--- config.mk ---
export PLATFORM = sky130hd
export DESIGN_NAME = tmds_ddr_serializer
export DESIGN_NICKNAME = d
export VERILOG_FILES = /design/src/rtl/tmds_ddr_serializer.sv
export SDC_FILE = /design/constraint.sdc
export NUM_CORES = 1
export LEC_CHECK = 0
export BUFFER_PORTS_ARGS = -buffer_cell sky130_fd_sc_hd__buf_2
export CELL_PAD_IN_SITES_DETAIL_PLACEMENT = 0
export CELL_PAD_IN_SITES_GLOBAL_PLACEMENT = 1
export CORE_MARGIN = 3
export CORE_UTILIZATION = 42
export CTS_CLUSTER_SIZE = 20
export DETAILED_ROUTE_END_ITERATION = 6
export PLACE_DENSITY_LB_ADDON = 0.1
export SLEW_MARGIN = 10
export SYNTH_ARGS = -nofsm -noshare
export SYNTH_HDL_FRONTEND = slang
export SYNTH_SLANG_ARGS = --single-unit
--- constraint.sdc ---
create_clock -name fast_clk -period 1.87 [get_ports fast_clk]
set_input_delay 0.0935 -clock fast_clk [delete_from_list [all_inputs] [get_ports fast_clk]]
set_output_delay 0.0935 -clock fast_clk [all_outputs]
set_load 0.02 [all_outputs]
--- src/rtl/tmds_ddr_serializer.sv ---
module tmds_ddr_serializer #(
  parameter int WORD_W = 10,
  parameter logic [WORD_W-1:0] CLK_PATTERN = 10'b0000011111
) (
  input  logic              fast_clk,
  input  logic              rst_n,
  input  logic              pix_clk,
  input  logic [WORD_W-1:0] blue_word,
  input  logic [WORD_W-1:0] green_word,
  input  logic [WORD_W-1:0] red_word,
  output logic [3:0]        pair_lo,
  output logic [3:0]        pair_hi
);
  localparam int STEPS = WORD_W / 2;
  localparam int PW = (STEPS > 1) ? $clog2(STEPS) : 1;
  localparam logic [PW-1:0] LAST = PW'(STEPS - 1);

  logic pix_s1, pix_s2, locked, pix_rise, load;
  logic [PW-1:0] phase;
  logic [WORD_W-1:0] lane_sh [4];
  logic [WORD_W-1:0] lane_in [4];

  assign pix_rise = pix_s1 & ~pix_s2;
  assign load = locked ? (phase == LAST) : pix_rise;

  assign lane_in[0] = blue_word;
  assign lane_in[1] = green_word;
  assign lane_in[2] = red_word;
  assign lane_in[3] = CLK_PATTERN;

  always_ff @(posedge fast_clk or negedge rst_n) begin
    if (!rst_n) begin
      pix_s1 <= 1'b0;
      pix_s2 <= 1'b0;
      locked <= 1'b0;
      phase  <= '0;
    end else begin
      pix_s1 <= pix_clk;
      pix_s2 <= pix_s1;
      if (pix_rise) locked <= 1'b1;
      if (pix_rise || phase == LAST) phase <= '0;
      else phase <= phase + 1'b1;
    end
  end

  for (genvar i = 0; i < 4; i++) begin : g_lane
    always_ff @(posedge fast_clk or negedge rst_n) begin
      if (!rst_n) lane_sh[i] <= '0;
      else if (load) lane_sh[i] <= lane_in[i];
      else lane_sh[i] <= lane_sh[i] >> 2;
    end
    assign pair_lo[i] = lane_sh[i][0];
    assign pair_hi[i] = lane_sh[i][1];
  end


  idle_zero_chk: assert property (@(posedge fast_clk)
    (!rst_n || !locked) |-> (pair_lo == 4'b0 && pair_hi == 4'b0));


  clk_lane_chk: assert property (@(posedge fast_clk) disable iff (!rst_n)
    load |=> (pair_lo[3] == CLK_PATTERN[0] && pair_hi[3] == CLK_PATTERN[1]));


  no_back_to_back_chk: assert property (@(posedge fast_clk) disable iff (!rst_n)
    load |=> !load);


  edge_on_phase_chk: assert property (@(posedge fast_clk) disable iff (!rst_n)
    (locked && pix_rise) |-> (phase == LAST));


  capture_chk: assert property (@(posedge fast_clk) disable iff (!rst_n)
    load |=> (pair_lo[0] == $past(blue_word[0]) && pair_hi[2] == $past(red_word[1])));
endmodule

* Yosys cells after proc, flatten, opt, wreduce, memory -nomap -nowiden
Cells that the tools add are included.
Word-level totals: bits in registers 41, output and inout port bits 8, logic and storage cells 19
Operators by class: add/subtract/negate cells 1, equality and inequality tests 1, mux-type cells 6, bitwise gates (word level) 2, reduce and logical (&&, ||, !) cells 1
Operators with widths (number):
- 2-to-1 mux 10 bit | 3
- 2-to-1 mux 5 bit | 1
- adder 3 x 1 -> 3 bit (second input constant) | 1
- equality test 3 bit (second input constant) | 1
- 2-to-1 mux 3 bit | 1
- bitwise AND 1 bit | 1
- logical OR 1 bit | 1
- 2-to-1 mux 1 bit | 1
- inverter 1 bit | 1

* Longest topological paths before layout
word-level depth 4, depth in mapped cells 6

* Worst setup path before layout
No wires, ideal clock.
kind reg2reg, from reg phase[0], to reg lane_sh[12] (netlist bit), library setup time 0.125 ns, arrival time 1.282 ns, data required time 1.745 ns, setup slack 0.462 ns, stages on the path, launching flop included 7, buffers on the path 1, cells stage by stage dfrtp_1 > inv_1 > ha_1 > nand3_2 > o21ai_4 > buf_12 > mux2_4
On the way: cells in the longest elaborated chain, start to end 3
Ends and longest elaborated chain:
- start, declared | RTL line 19 | logic [PW-1:0] phase;
- start signal, assigned | RTL line 42 | else phase <= phase + 1'b1;
- equality test 3 bit | RTL line 24 | assign load = locked ? (phase == LAST) : pix_rise;
- 2-to-1 mux 1 bit | RTL line 24
- 2-to-1 mux 10 bit | RTL line 49 | else if (load) lane_sh[i] <= lane_in[i];
- end signal, assigned by index | RTL line 49
- end signal, assigned by index | RTL line 50 | else lane_sh[i] <= lane_sh[i] >> 2;
- end, declared | RTL line 20 | logic [WORD_W-1:0] lane_sh [4];
No other way between the ends. A chain may end at the register's enable or synchronous reset.

* Final worst setup path
from reg phase[0], to reg lane_sh[25] (netlist bit)
The elaborated chain is that of the path after synthesis.

==> flow_summary.html <==
<table>
<tr><th>Metric</th><th>Value</th></tr>
<tr><th colspan="2">Floorplan</th></tr>
<tr><td>I/O pin total</td><td>41</td></tr>
<tr><td>Starting Density</td><td>0.456</td></tr>
<tr><td>Die footprint</td><td>0.00457 mm2</td></tr>
<tr><td>Area of the core</td><td>0.00349 mm2</td></tr>
<tr><td>Die height</td><td>67.6 um</td></tr>
<tr><td># rows</td><td>21</td></tr>
<tr><td>DIE WIDTH</td><td>67.6 um</td></tr>
<tr><th colspan="2">STA</th></tr>
<tr><td>Number of pins with negative max-slew slack in the final report</td><td>0</td></tr>
<tr><td># setup viols final</td><td>0</td></tr>
<tr><td>Post-layout worst setup margin</td><td>0.217 ns</td></tr>
<tr><td>Max-slew headroom at the worst pin</td><td>0.444</td></tr>
<tr><td>Final Critical Period</td><td>1.65 ns</td></tr>
<tr><td>Unrepaired setup endpoints after global routing</td><td>no</td></tr>
<tr><td>Peak clock frequency supported by timing</td><td>0.605 GHz</td></tr>
<tr><td>Least-Margin Pin Slew</td><td>0.834 ns</td></tr>
<tr><td>Total negative slack for setup checks</td><td>0 ns</td></tr>
<tr><td>Final critical-path share of the clock period</td><td>0.884</td></tr>
<tr><td>Worst setup skew after layout</td><td>0.00415 ns</td></tr>
<tr><td>Endpoints failing hold</td><td>0</td></tr>
<tr><th colspan="2">Detailed routing</th></tr>
<tr><td>Total wire length</td><td>2200 um</td></tr>
<tr><td>Number of remaining DRC errors</td><td>0</td></tr>
<tr><td>Detailed-route via count</td><td>815</td></tr>
<tr><td>DRT Pass-1 Iters</td><td>4</td></tr>
<tr><td>Detail-routed via count per cell</td><td>4.43</td></tr>
<tr><td>Detailed-route wire length per cell</td><td>12.0 um</td></tr>
<tr><td>Number of nets with antenna violations after detailed routing</td><td>0</td></tr>
<tr><td>Count of routing violations after the opening detailed-route iteration</td><td>41</td></tr>
<tr><th colspan="2">Placed design</th></tr>
<tr><td>Worst Setup Slack post-DPL</td><td>0.217 ns</td></tr>
<tr><td>Gp weighted congestion</td><td>0.657</td></tr>
<tr><td>Number of input and output port buffers inserted</td><td>40</td></tr>
<tr><td>DP Wirelength</td><td>1550 um</td></tr>
<tr><th colspan="2">Worst setup path</th></tr>
<tr><td>Type of destination of the critical path</td><td>flop</td></tr>
<tr><td>Largest fanout on the critical path</td><td>12</td></tr>
<tr><td>R2r worst-path depth</td><td>6</td></tr>
<tr><td>Startpoint of the worst register-to-register path</td><td>phase[0]</td></tr>
<tr><td>Worst Setup Path Type</td><td>reg -&gt; reg</td></tr>
<tr><td>CP Launch Type</td><td>flop</td></tr>
<tr><td>R2R setup slack</td><td>0.22 ns</td></tr>
<tr><td>Required time reported for the critical path endpoint</td><td>2.04 ns</td></tr>
<tr><td>Critical Path AT</td><td>1.82 ns</td></tr>
<tr><td>RR Endpoint</td><td>lane_sh[25]</td></tr>
<tr><th colspan="2">Clock network</th></tr>
<tr><td>Postcts setup bufs</td><td>0</td></tr>
<tr><td>Number of clock buffers inserted by TritonCTS</td><td>5</td></tr>
<tr><td>TritonCTS clock tree</td><td>built</td></tr>
<tr><td>CTS root buf</td><td>clkbuf_8</td></tr>
<tr><td>Worst-case clock buffer depth</td><td>2</td></tr>
<tr><td>Number of buffers added to fix hold violations after cts</td><td>2</td></tr>
<tr><td>Number of sinks on the clock net</td><td>39</td></tr>
<tr><td>Clock transition at the registers of the reported paths</td><td>0.07 ns</td></tr>
<tr><td>Count of cells resized by post-cts repair</td><td>0</td></tr>
<tr><td>Clock latency at the later pin of the worst-skew pair</td><td>0.28 ns</td></tr>
<tr><td>Number of H-tree levels</td><td>2</td></tr>
<tr><th colspan="2">Logic synthesis</th></tr>
<tr><td>Most frequently used flop master after synthesis</td><td>dfrtp_1</td></tr>
<tr><td>Syn_nets</td><td>131</td></tr>
<tr><td>Cell types occupying the most area after synthesis</td><td>dfrtp_1, mux2_4, buf_4</td></tr>
<tr><td>Top-area cell type share of the netlist area</td><td>0.612</td></tr>
<tr><td>Post-synthesis sequential element count</td><td>39</td></tr>
<tr><td>Asr flop ratio synth</td><td>1.00</td></tr>
<tr><td>Leading post-synthesis cells by instance count</td><td>dfrtp_1, mux2_4, buf_4</td></tr>
<tr><td>Cell area after synthesis</td><td>0.00159 mm2</td></tr>
<tr><td>Number of enable flip-flop cells after synthesis</td><td>0</td></tr>
<tr><td>Post-Synthesis Mean Instance Area</td><td>16.6 um2</td></tr>
<tr><td>Cell accounting for the most synthesized area</td><td>dfrtp_1</td></tr>
<tr><td>Synth warn</td><td>0</td></tr>
<tr><td>Most common cell in the netlist</td><td>dfrtp_1</td></tr>
<tr><td>Number of different library cells in the post-synthesis netlist</td><td>19</td></tr>
<tr><td>Fraction of the yosys area taken by sequential cells</td><td>0.612</td></tr>
<tr><td>Cell count after synthesis</td><td>96</td></tr>
<tr><th colspan="2">Final layout</th></tr>
<tr><td>Filler cells</td><td>287</td></tr>
<tr><td>Final nets</td><td>172</td></tr>
<tr><td>Fraction of layout cells with a size suffix above 1</td><td>0.565</td></tr>
<tr><td>Layout overhead on the synthesized area</td><td>19.1%</td></tr>
<tr><td>N_diodes</td><td>0</td></tr>
<tr><th colspan="2">GRT</th></tr>
<tr><td>Initial antenna violation count</td><td>0</td></tr>
<tr><td>Total track usage</td><td>0.112</td></tr>
<tr><td>Global-route wire length before repair</td><td>3660 um</td></tr>
<tr><td>Pin count of the biggest net entering global routing</td><td>40</td></tr>
<tr><td>Total overflow reported by the global router</td><td>0</td></tr>
<tr><td>Vias in the first global route</td><td>818</td></tr>
<tr><th colspan="2">Hold path</th></tr>
<tr><td>Worst min path class</td><td>in -&gt; reg</td></tr>
<tr><td>Startpoint of the worst hold path</td><td>green_word[9]</td></tr>
<tr><td>Count of cells along the worst hold path</td><td>2</td></tr>
<tr><td>Worst hold endpoint</td><td>lane_sh[29]</td></tr>
<tr><th colspan="2">Power and ir drop</th></tr>
<tr><td>Max IR drop VDD</td><td>0.707 mV</td></tr>
<tr><td>Power Dens Cells</td><td>1290 mW/mm2</td></tr>
<tr><td>Leakage power</td><td>0.000999 uW</td></tr>
<tr><th colspan="2">Run status</th></tr>
<tr><td>Result of the run</td><td>finished, final reports clean</td></tr>
<tr><th colspan="2">Run</th></tr>
<tr><td>Max-capacitance violation count</td><td>0</td></tr>
</table>
registers in the layout, indices dropped and copies added, names as in the netlist:
register,count
pix_s2,1
pair_hi,3
pair_lo,4
locked,1
lane_sh,26
pix_s1,1
phase,3
through the flow:
step / cells / instance area (um2) / utilization / hold WS (ns) / total power (uW)
after floorplan: 96 / 1590 / - / -0.202 / 1820
after global placement: 173 / 1770 / 0.506 / 0.202 / 1850
after detailed placement: 173 / 1770 / 0.506 / 0.203 / 1890
after CTS: 183 / 1890 / 0.540 / 0.00726 / 2500
after global routing: 184 / 1900 / 0.543 / 0.00769 / 2620
final: 184 / 1900 / 0.543 / 0.0141 / 2460
worst max path at each step:
stage | from | end | slack (ns) | cells after the start
6_report | phase[0] | lane_sh[25] | 0.22 | 6
5_1_grt | phase[0] | lane_sh[37] | 0.12 | 6
4_1_cts | phase[0] | lane_sh[25] | 0.20 | 6
3_5_place_dp | phase[0] | lane_sh[25] | 0.22 | 6
3_3_place_gp | phase[0] | lane_sh[26] | 0.27 | 6
2_1_floorplan | phase[0] | lane_sh[12] | 0.46 | 6
layout make-up:
class | instances | area (um2) | area share
inverters | 2 | 7.51 | 0.00396
repair buffers | 45 | 258 | 0.136
multi-input cells | 44 | 499 | 0.263
well taps | 46 | 57.6 | 0.0303
clock buffers | 8 | 100 | 0.0527
flip-flops and latches | 39 | 976 | 0.514
routing by layer:
metal | GRT usage | wire length, um | vias to the layer above
li1 | - | - | 385
met1 | 0.132 | 928 | 393
met2 | 0.170 | 1030 | 33
met3 | 0.0516 | 215 | 4
met4 | 0.0608 | 28 | 0
met5 | 0 | 0 | -
where the power goes:
part / switching, uW / internal (uW) / leakage (uW) / total (uW)
Combinational: 286 / 428 / 0.000431 / 714
Clock: 258 / 336 / 0.0000515 / 594
Sequential: 70.6 / 1080 / 0.000516 / 1150
Total: 615 / 1840 / 0.000999 / 2460
worst max-delay path, stage by stage, from the launching register on:
cell and delay (ns):
dfrtp_1 0.40, inv_1 0.07, ha_1 0.18, nand3_2 0.10
o21ai_4 0.19, buf_4 0.29, mux2_4 0.31
layout by cell type (no fill, tap or decap):
master	instances
buf_2	40
dfrtp_1	39
mux2_4	20
clkbuf_8	7
and2_1	6
mux2_2	3
dlygate4sd3_1	3
nand2_1	2
nor2_1	2
or2_2	2
inv_1	2
ha_1	2
nand2b_4	1
nand3_2	1
o21ai_4	1
mux2_1	1
and3_2	1
xnor2_1	1
or2b_1	1
clkbuf_1	1
buf_4	1
buf_12	1
cell families after synthesis:
kind of cell,count (synthesis),synth area share
flops,39,0.612
mux,24,0.217
simple gates,16,0.0652
buf+inv,13,0.0746
fa+ha+maj,2,0.0157
compound gates,1,0.0102
xor+xnor,1,0.00550
Note: power is estimated with default switching activity, not from simulation.
